## src/rtl/host_port_pkg.sv

```systemverilog
package host_port_pkg;

    typedef enum logic [1:0] {
        REG_CTRL     = 2'b00,
        REG_DATA_INC = 2'b01,
        REG_ADDR     = 2'b10,
        REG_DATA     = 2'b11
    } reg_sel_e;

    localparam int HOST_W_DEF   = 16;
    localparam int SYNC_DEPTH   = 2;
    localparam int WORD_STEP    = 4;

endpackage

```

## src/rtl/hp_sync.sv

```systemverilog
module hp_sync #(
    parameter int               WIDTH   = 1,
    parameter int               STAGES  = 2,
    parameter logic [WIDTH-1:0] RST_VAL = '0
) (
    input  logic             clk,
    input  logic             rst_n,
    input  logic [WIDTH-1:0] d_in,
    output logic [WIDTH-1:0] d_out
);
    logic [WIDTH-1:0] chain_q [STAGES];

    generate
        for (genvar i = 0; i < STAGES; i++) begin : g_stage
            if (i == 0) begin : g_first
                always_ff @(posedge clk or negedge rst_n) begin
                    if (!rst_n) chain_q[0] <= RST_VAL;
                    else        chain_q[0] <= d_in;
                end
            end else begin : g_next
                always_ff @(posedge clk or negedge rst_n) begin
                    if (!rst_n) chain_q[i] <= RST_VAL;
                    else        chain_q[i] <= chain_q[i-1];
                end
            end
        end
    endgenerate

    assign d_out = chain_q[STAGES-1];
endmodule

```

## src/rtl/hp_strobe.sv

```systemverilog
module hp_strobe (
    input  logic clk,
    input  logic rst_n,
    input  logic cs_n_s,
    input  logic ds1_n_s,
    input  logic ds2_n_s,
    input  logic as_n_s,
    output logic stb_n,
    output logic as_fall
);
    logic as_prev_d, as_prev_q;

    always_comb begin
        as_prev_d = as_n_s;
        stb_n     = ~(ds1_n_s ^ ds2_n_s) | cs_n_s;
        as_fall   = as_prev_q & ~as_n_s;
    end

    always_ff @(posedge clk or negedge rst_n) begin
        if (!rst_n) as_prev_q <= 1'b1;
        else        as_prev_q <= as_prev_d;
    end
endmodule

```

## src/rtl/hp_core.sv

```systemverilog
module hp_core
    import host_port_pkg::*;
#(
    parameter int HOST_W    = HOST_W_DEF,
    parameter int ADDR_STEP = WORD_STEP
) (
    input  logic                  clk,
    input  logic                  rst_n,
    input  logic                  stb_n,
    input  logic                  cs_n,
    input  logic                  as_n,
    input  logic                  as_fall,
    input  logic [1:0]            sel_in,
    input  logic                  rnw_in,
    input  logic                  half_in,
    input  logic [HOST_W-1:0]     din,
    output logic [HOST_W-1:0]     dout,
    output logic                  dout_en,
    output logic                  busy,
    output logic                  mem_req,
    output logic                  mem_we,
    output logic [2*HOST_W-1:0]   mem_addr,
    output logic [2*HOST_W-1:0]   mem_wdata,
    input  logic                  mem_ack,
    input  logic [2*HOST_W-1:0]   mem_rdata
);
    localparam int              WW     = 2 * HOST_W;
    localparam logic [WW-1:0]   STEP_V = WW'(ADDR_STEP);

    typedef struct packed {
        logic              in_cyc;
        reg_sel_e          cyc_sel;
        logic              cyc_rnw;
        logic              cyc_half;
        reg_sel_e          as_sel;
        logic              as_rnw;
        logic              as_half;
        logic [HOST_W-1:0] ctrl;
        logic [WW-1:0]     addr;
        logic [WW-1:0]     data;
        logic              pf_valid;
        logic              req;
        logic              we;
        logic              pf;
        logic [WW-1:0]     maddr;
        logic [WW-1:0]     wdata;
    } st_t;

    st_t      st_d, st_q;
    logic     start, finish;
    reg_sel_e s_sel;
    logic     s_rnw, s_half;

    always_comb begin
        st_d   = st_q;
        start  = !stb_n && !st_q.in_cyc && !st_q.req;
        finish = stb_n && st_q.in_cyc;
        s_sel  = as_n ? reg_sel_e'(sel_in) : st_q.as_sel;
        s_rnw  = as_n ? rnw_in  : st_q.as_rnw;
        s_half = as_n ? half_in : st_q.as_half;

        if (as_fall) begin
            st_d.as_sel  = reg_sel_e'(sel_in);
            st_d.as_rnw  = rnw_in;
            st_d.as_half = half_in;
        end

        // memory completion
        if (st_q.req && mem_ack) begin
            st_d.req = 1'b0;
            if (!st_q.we) begin
                st_d.data = mem_rdata;
                if (st_q.pf) st_d.pf_valid = 1'b1;
            end
        end

        // cycle start on strobe low
        if (start) begin
            st_d.in_cyc   = 1'b1;
            st_d.cyc_sel  = s_sel;
            st_d.cyc_rnw  = s_rnw;
            st_d.cyc_half = s_half;
            if (s_rnw && s_sel[0] && !s_half &&
                !(s_sel == REG_DATA_INC && st_q.pf_valid)) begin
                st_d.req   = 1'b1;
                st_d.we    = 1'b0;
                st_d.pf    = 1'b0;
                st_d.maddr = st_q.addr;
            end
        end

        // cycle end on strobe high
        if (finish) begin
            st_d.in_cyc = 1'b0;
            if (!st_q.cyc_rnw) begin
                case (st_q.cyc_sel)
                    REG_CTRL: st_d.ctrl = din;
                    REG_ADDR: begin
                        if (st_q.cyc_half) st_d.addr[HOST_W-1:0]  = din;
                        else               st_d.addr[WW-1:HOST_W] = din;
                        st_d.pf_valid = 1'b0;
                    end
                    default: begin
                        if (!st_q.cyc_half) begin
                            st_d.data[WW-1:HOST_W] = din;
                        end else begin
                            st_d.data[HOST_W-1:0] = din;
                            st_d.req      = 1'b1;
                            st_d.we       = 1'b1;
                            st_d.pf       = 1'b0;
                            st_d.maddr    = st_q.addr;
                            st_d.wdata    = {st_q.data[WW-1:HOST_W], din};
                            st_d.pf_valid = 1'b0;
                            if (st_q.cyc_sel == REG_DATA_INC)
                                st_d.addr = st_q.addr + STEP_V;
                        end
                    end
                endcase
            end else if (st_q.cyc_sel == REG_DATA_INC && st_q.cyc_half) begin
                st_d.addr     = st_q.addr + STEP_V;
                st_d.req      = 1'b1;
                st_d.we       = 1'b0;
                st_d.pf       = 1'b1;
                st_d.maddr    = st_q.addr + STEP_V;
                st_d.pf_valid = 1'b0;
            end
        end

        case (st_q.cyc_sel)
            REG_CTRL: dout = st_q.ctrl;
            REG_ADDR: dout = st_q.cyc_half ? st_q.addr[HOST_W-1:0] : st_q.addr[WW-1:HOST_W];
            default:  dout = st_q.cyc_half ? st_q.data[HOST_W-1:0] : st_q.data[WW-1:HOST_W];
        endcase
        dout_en   = st_q.in_cyc && st_q.cyc_rnw && !stb_n;
        busy      = st_q.req && !cs_n;
        mem_req   = st_q.req;
        mem_we    = st_q.we;
        mem_addr  = st_q.maddr;
        mem_wdata = st_q.wdata;
    end

    always_ff @(posedge clk or negedge rst_n) begin
        if (!rst_n) begin
            st_q <= '{in_cyc: 1'b0, cyc_sel: REG_CTRL, cyc_rnw: 1'b0, cyc_half: 1'b0,
                      as_sel: REG_CTRL, as_rnw: 1'b0, as_half: 1'b0,
                      ctrl: '0, addr: '0, data: '0, pf_valid: 1'b0,
                      req: 1'b0, we: 1'b0, pf: 1'b0, maddr: '0, wdata: '0};
        end else begin
            st_q <= st_d;
        end
    end

    // register-only cycles never raise a memory request
    a_r4_regs_quiet: assert property (@(posedge clk) disable iff (!rst_n)
        (st_q.in_cyc && !st_q.cyc_sel[0] && !st_q.req) |=> !st_q.req);

    // first-half plain data read fetches the current address
    a_r5_read_fetch: assert property (@(posedge clk) disable iff (!rst_n)
        (start && s_rnw && s_sel == REG_DATA && !s_half)
        |=> (st_q.req && !st_q.we && st_q.maddr == $past(st_q.addr)));

    // request fields held until acknowledge
    a_r6_req_hold: assert property (@(posedge clk) disable iff (!rst_n)
        (st_q.req && !mem_ack)
        |=> (st_q.req && $stable(st_q.maddr) && $stable(st_q.wdata) && $stable(st_q.we)));

    // second-half data write issues a memory write
    a_r7_write_issue: assert property (@(posedge clk) disable iff (!rst_n)
        (finish && !st_q.cyc_rnw && st_q.cyc_sel[0] && st_q.cyc_half)
        |=> (st_q.req && st_q.we));

    // auto-increment write steps the address by one word
    a_r8_step: assert property (@(posedge clk) disable iff (!rst_n)
        (finish && !st_q.cyc_rnw && st_q.cyc_sel == REG_DATA_INC && st_q.cyc_half)
        |=> (st_q.addr == $past(st_q.addr) + STEP_V));

    // output enable never on while strobe is high
    a_r10_oe_strobe: assert property (@(posedge clk) disable iff (!rst_n)
        stb_n |-> !dout_en);
endmodule

```

## src/rtl/host_port_ctrl.sv

```systemverilog
module host_port_ctrl
    import host_port_pkg::*;
#(
    parameter int HOST_W    = HOST_W_DEF,
    parameter int SYNC_N    = SYNC_DEPTH,
    parameter int ADDR_STEP = WORD_STEP
) (
    input  logic                clk,
    input  logic                rst_n,
    input  logic                hp_cs_n,
    input  logic                hp_ds1_n,
    input  logic                hp_ds2_n,
    input  logic                hp_as_n,
    input  logic [1:0]          hp_sel,
    input  logic                hp_rnw,
    input  logic                hp_half,
    input  logic [HOST_W-1:0]   hp_din,
    output logic [HOST_W-1:0]   hp_dout,
    output logic                hp_dout_en,
    output logic                hp_busy,
    output logic                mem_req,
    output logic                mem_we,
    output logic [2*HOST_W-1:0] mem_addr,
    output logic [2*HOST_W-1:0] mem_wdata,
    input  logic                mem_ack,
    input  logic [2*HOST_W-1:0] mem_rdata
);
    localparam int CTL_W = 8;

    logic [CTL_W-1:0]  ctl_s;
    logic [HOST_W-1:0] din_s;
    logic              stb_n, as_fall;

    hp_sync #(.WIDTH(CTL_W), .STAGES(SYNC_N), .RST_VAL({CTL_W{1'b1}})) u_sync_ctl (
        .clk   (clk),
        .rst_n (rst_n),
        .d_in  ({hp_cs_n, hp_ds1_n, hp_ds2_n, hp_as_n, hp_sel, hp_rnw, hp_half}),
        .d_out (ctl_s)
    );

    hp_sync #(.WIDTH(HOST_W), .STAGES(SYNC_N), .RST_VAL('0)) u_sync_din (
        .clk   (clk),
        .rst_n (rst_n),
        .d_in  (hp_din),
        .d_out (din_s)
    );

    hp_strobe u_strobe (
        .clk     (clk),
        .rst_n   (rst_n),
        .cs_n_s  (ctl_s[7]),
        .ds1_n_s (ctl_s[6]),
        .ds2_n_s (ctl_s[5]),
        .as_n_s  (ctl_s[4]),
        .stb_n   (stb_n),
        .as_fall (as_fall)
    );

    hp_core #(.HOST_W(HOST_W), .ADDR_STEP(ADDR_STEP)) u_core (
        .clk       (clk),
        .rst_n     (rst_n),
        .stb_n     (stb_n),
        .cs_n      (ctl_s[7]),
        .as_n      (ctl_s[4]),
        .as_fall   (as_fall),
        .sel_in    (ctl_s[3:2]),
        .rnw_in    (ctl_s[1]),
        .half_in   (ctl_s[0]),
        .din       (din_s),
        .dout      (hp_dout),
        .dout_en   (hp_dout_en),
        .busy      (hp_busy),
        .mem_req   (mem_req),
        .mem_we    (mem_we),
        .mem_addr  (mem_addr),
        .mem_wdata (mem_wdata),
        .mem_ack   (mem_ack),
        .mem_rdata (mem_rdata)
    );
endmodule

```

## config.mk

```make
export PLATFORM = sky130hd
export DESIGN_NAME = host_port_ctrl
export DESIGN_NICKNAME = d
export VERILOG_FILES = /design/src/rtl/host_port_pkg.sv /design/src/rtl/hp_sync.sv /design/src/rtl/hp_strobe.sv /design/src/rtl/hp_core.sv /design/src/rtl/host_port_ctrl.sv
export SDC_FILE = /design/constraint.sdc
export NUM_CORES = 1
export LEC_CHECK = 0
export ABC_AREA = 1
export BUFFER_PORTS_ARGS = -buffer_cell sky130_fd_sc_hd__buf_2
export CORE_AREA = 2 2 165 167
export CTS_CLUSTER_SIZE = 12
export DETAILED_ROUTE_END_ITERATION = 16
export DIE_AREA = 0 0 167 169
export SLEW_MARGIN = 20
export SYNTH_ARGS = -nofsm -noshare
export SYNTH_HDL_FRONTEND = slang
export SYNTH_SLANG_ARGS = --single-unit
```

## constraint.sdc

```tcl
create_clock -name clk -period 1.7 [get_ports clk]
set_input_delay 0.255 -clock clk [delete_from_list [all_inputs] [get_ports clk]]
set_output_delay 0.255 -clock clk [all_outputs]
set_load 0.02 [all_outputs]
```

==> flow_summary.ini <==
[global_route]
grt_pass1_vias = 9542
grt_max_degree = 50
antenna_found_initial = 0
grt_first_pass_wirelength_um = 54160
gr-total-overflow = 0
track_usage_pct = 24.51

[sta]
skew_ns = 0.01495
rsz0062_at_grt = true
finalHoldViolations = 0
finalCritPeriodShare_pct = 133.0
drv_slew = 0
setup_viol_count_final = 164
slew_headroom_pct = 72.18
finalWorstSetupSlack_ns = -0.5618
tns_ns = -32.79
worstMarginPinSlew_ns = 0.4173
timing.fmax_ghz = 0.4421
finalCriticalPeriod_ns = 2.262

[power]
p_leak_nw = 7.295
powerDensity_mw_per_mm2 = 1679
ir_drop_uv = 959.3
p_total_mw = 24.89

[clock_tree]
h-tree-depth = 1
clk_pin_slew_ns = 0.06
clk-insertion-delay-late_ns = 0.52
cts_tree = built
numCtsBuffers = 24
cts-root-buf = clkbuf_16
cts_buffer_depth = 3
cts_num_sinks = 206

[die]
die_h_um = 169
placementRows = 60
core-area_mm2 = 0.02650
die-area_mm2 = 0.02822
initial_core_util_pct = 39.47
pin_count = 143
chipWidth_um = 167

[place]
gp_congestion = 0.9384
place_inst = 1809
placed_area_mm2 = 0.01200
io_buffer_count = 142
dpl.hpwl_um = 24940

[finish]
layout-drive-gt1-share_pct = 35.97
area.growth.synth_to_final_pct = 41.73
fill_cells = 2351
nets = 1636
diodes = 0
fin_area_mm2 = 0.01482
final_cell_mix = nand2_1, dfrtp_1, buf_2
fin_cells = 1931
fin_util_pct = 55.93
layout_commonest_cell = nand2_1

[synthesis]
synthDominantCellAreaShare_pct = 45.22
syn-cell-area_mm2 = 0.01046
ys_seq_elements = 206
synth_warnings = 0
netlist_instances = 1324
yosys-top-cells-area = dfrtp_1, nand2_1, nor2_1
synth_cell_types = 37
avgSynthCellArea_um2 = 7.899
synth_top_cell_by_area = dfrtp_1
syn-num-nets = 1387
yosysSeqAreaShare_pct = 49.49

[critical_path]
cp_max_fo = 9
crit_type = flip-flop to primary output
cp-start-kind = flip-flop
r2r-start = u_core.st_q[155]$_DFFE_PN0N_
r2r-end = u_core.st_q[81]$_DFF_PN0_
cp.required_ns = 1.44
r2r_cells = 11
regToRegSetupSlack_ns = -0.28
worstPathArrival_ns = 2.01
crit_path_end_kind = primary output

[run_status]
run_status = finished, violations left
violations = setup timing

[worst_hold_path]
min_to = u_core.st_q[72]$_DFF_PN0_
min_from = mem_rdata[4]
min_path_type = input pin to flip-flop
holdPathStages = 4

[route]
drc = 0
routedWlPerCell_um = 19.12
via_count = 9861
wl_um = 36920
ant_nets = 0
vias_per_cell = 5.107
drt_first_pass_iters = 5
drtIter0Drc = 931

[job]
maxCapViolations = 0
-- cell type report --
class / instances / area [µm²] / area share (%)
flip-flops and latches: 206 / 5176 / 34.92
repair inverters: 1 / 11.26 / 0.07597
multi-input cells: 862 / 4862 / 32.80
clock inverters: 5 / 52.55 / 0.3545
repair buffers: 339 / 3009 / 20.30
inverters: 139 / 560.5 / 3.782
clock buffers: 38 / 724.4 / 4.887
well taps: 341 / 426.7 / 2.878
-- registers in the layout, summed over array words and instances (netlist names) --
| register | cells |
|---|---|
| u_core.mem_addr | 32 |
| u_core.mem_req | 1 |
| u_core.mem_wdata | 32 |
| u_core.mem_we | 1 |
| u_core.st_q | 91 |
| u_strobe.as_prev_q | 1 |
| u_sync_ctl.chain_q | 8 |
| u_sync_ctl.d_out | 8 |
| u_sync_din.chain_q | 16 |
| u_sync_din.d_out | 16 |
-- power by group --
| part | internal, mW | total [mW] | switching, mW |
|---|---|---|---|
| Combinational | 4.70 | 11.5 | 6.83 |
| Sequential | 6.69 | 8.25 | 1.56 |
| Clock | 3.06 | 5.11 | 2.05 |
-- cell usage after synthesis (all sizes together) --
cell and n:
nand4 3, ha 4, nand3 102, xor2 14, dfrtp 189, nand3b 1
nor3 4, dfstp 17, nand2 339, o21a 17, o21bai 3, o21ai 113
clkinv 2, o211ai 1, mux2 19, xnor2 1, clkbuf 25, a22oi 3
buf 93, a31oi 1, nor4 1, a21oi 78, nor2 156, inv 137
a21boi 1
-- routing by layer --
layer	wire, µm	share of wire, %	GRT usage [%]	vias to the layer above
li1	-	-	-	4642
met1	16080	44	34.13	4767
met2	17450	47	39.38	386
met3	2236	6.1	3.601	66
met4	1155	3.1	8.208	0
met5	0	0	0	-
-- cells by family (layout without fill, tap and decap cells) --
family	count (synthesis)	count (layout)	synth area share [%]
mux	19	19	2.046
simple gates	606	607	23.65
compound gates	217	217	11.03
fa+ha+maj	4	4	0.4785
buf+inv	257	522	12.05
xor+xnor	15	15	1.256
flops	206	206	49.49
-- what timing repair did --
| action | CTS | global route |
|---|---|---|
| gates cloned | 7 | 10 |
| pin swaps | 33 | 54 |
| endpoints found under the hold margin | 64 | 0 |
| endpoints found under the setup margin | 128 | 165 |
| setup buffers | 22 | 22 |
| hold buffers | 26 | 0 |
| gates resized for setup | 211 | 200 |
-- how the worst max path moves through the flow --
stage / start / to / slack (ns)
floorplan: u_core.st_q[154]$_DFFE_PN0N_ / hp_dout[11] / -0.008
global placement: u_core.st_q[154]$_DFFE_PN0N_ / u_core.st_q[121]$_DFFE_PN0P_ / -0.27
detailed placement: u_core.st_q[154]$_DFFE_PN0N_ / u_core.st_q[121]$_DFFE_PN0P_ / -0.27
CTS: u_core.st_q[154]$_DFFE_PN0N_ / hp_dout[14] / -0.52
global route: u_core.st_q[154]$_DFFE_PN0N_ / hp_dout[14] / -0.65
finish: u_core.st_q[154]$_DFFE_PN0N_ / hp_dout[14] / -0.56
-- metrics by stage --
step	setup slack [ns]	hold WS, ns
5_1_grt	-0.6540	0.1037
4_1_cts	-0.5194	0.06766
2_1_floorplan	-0.008078	-0.04059
3_3_place_gp	-0.2706	0.2392
6_report	-0.5618	0.09110
3_5_place_dp	-0.2714	0.2380
-- worst max-delay path: stages, from the launching register on --
cell     delay [ns]
dfrtp_1        0.38
inv_2          0.12
ha_4           0.19
inv_4          0.05
buf_12         0.14
buf_12         0.13
a21oi_1        0.11
o21ai_1        0.10
nand3_1        0.13
buf_6          0.13
(Power assumes the default switching activity.)
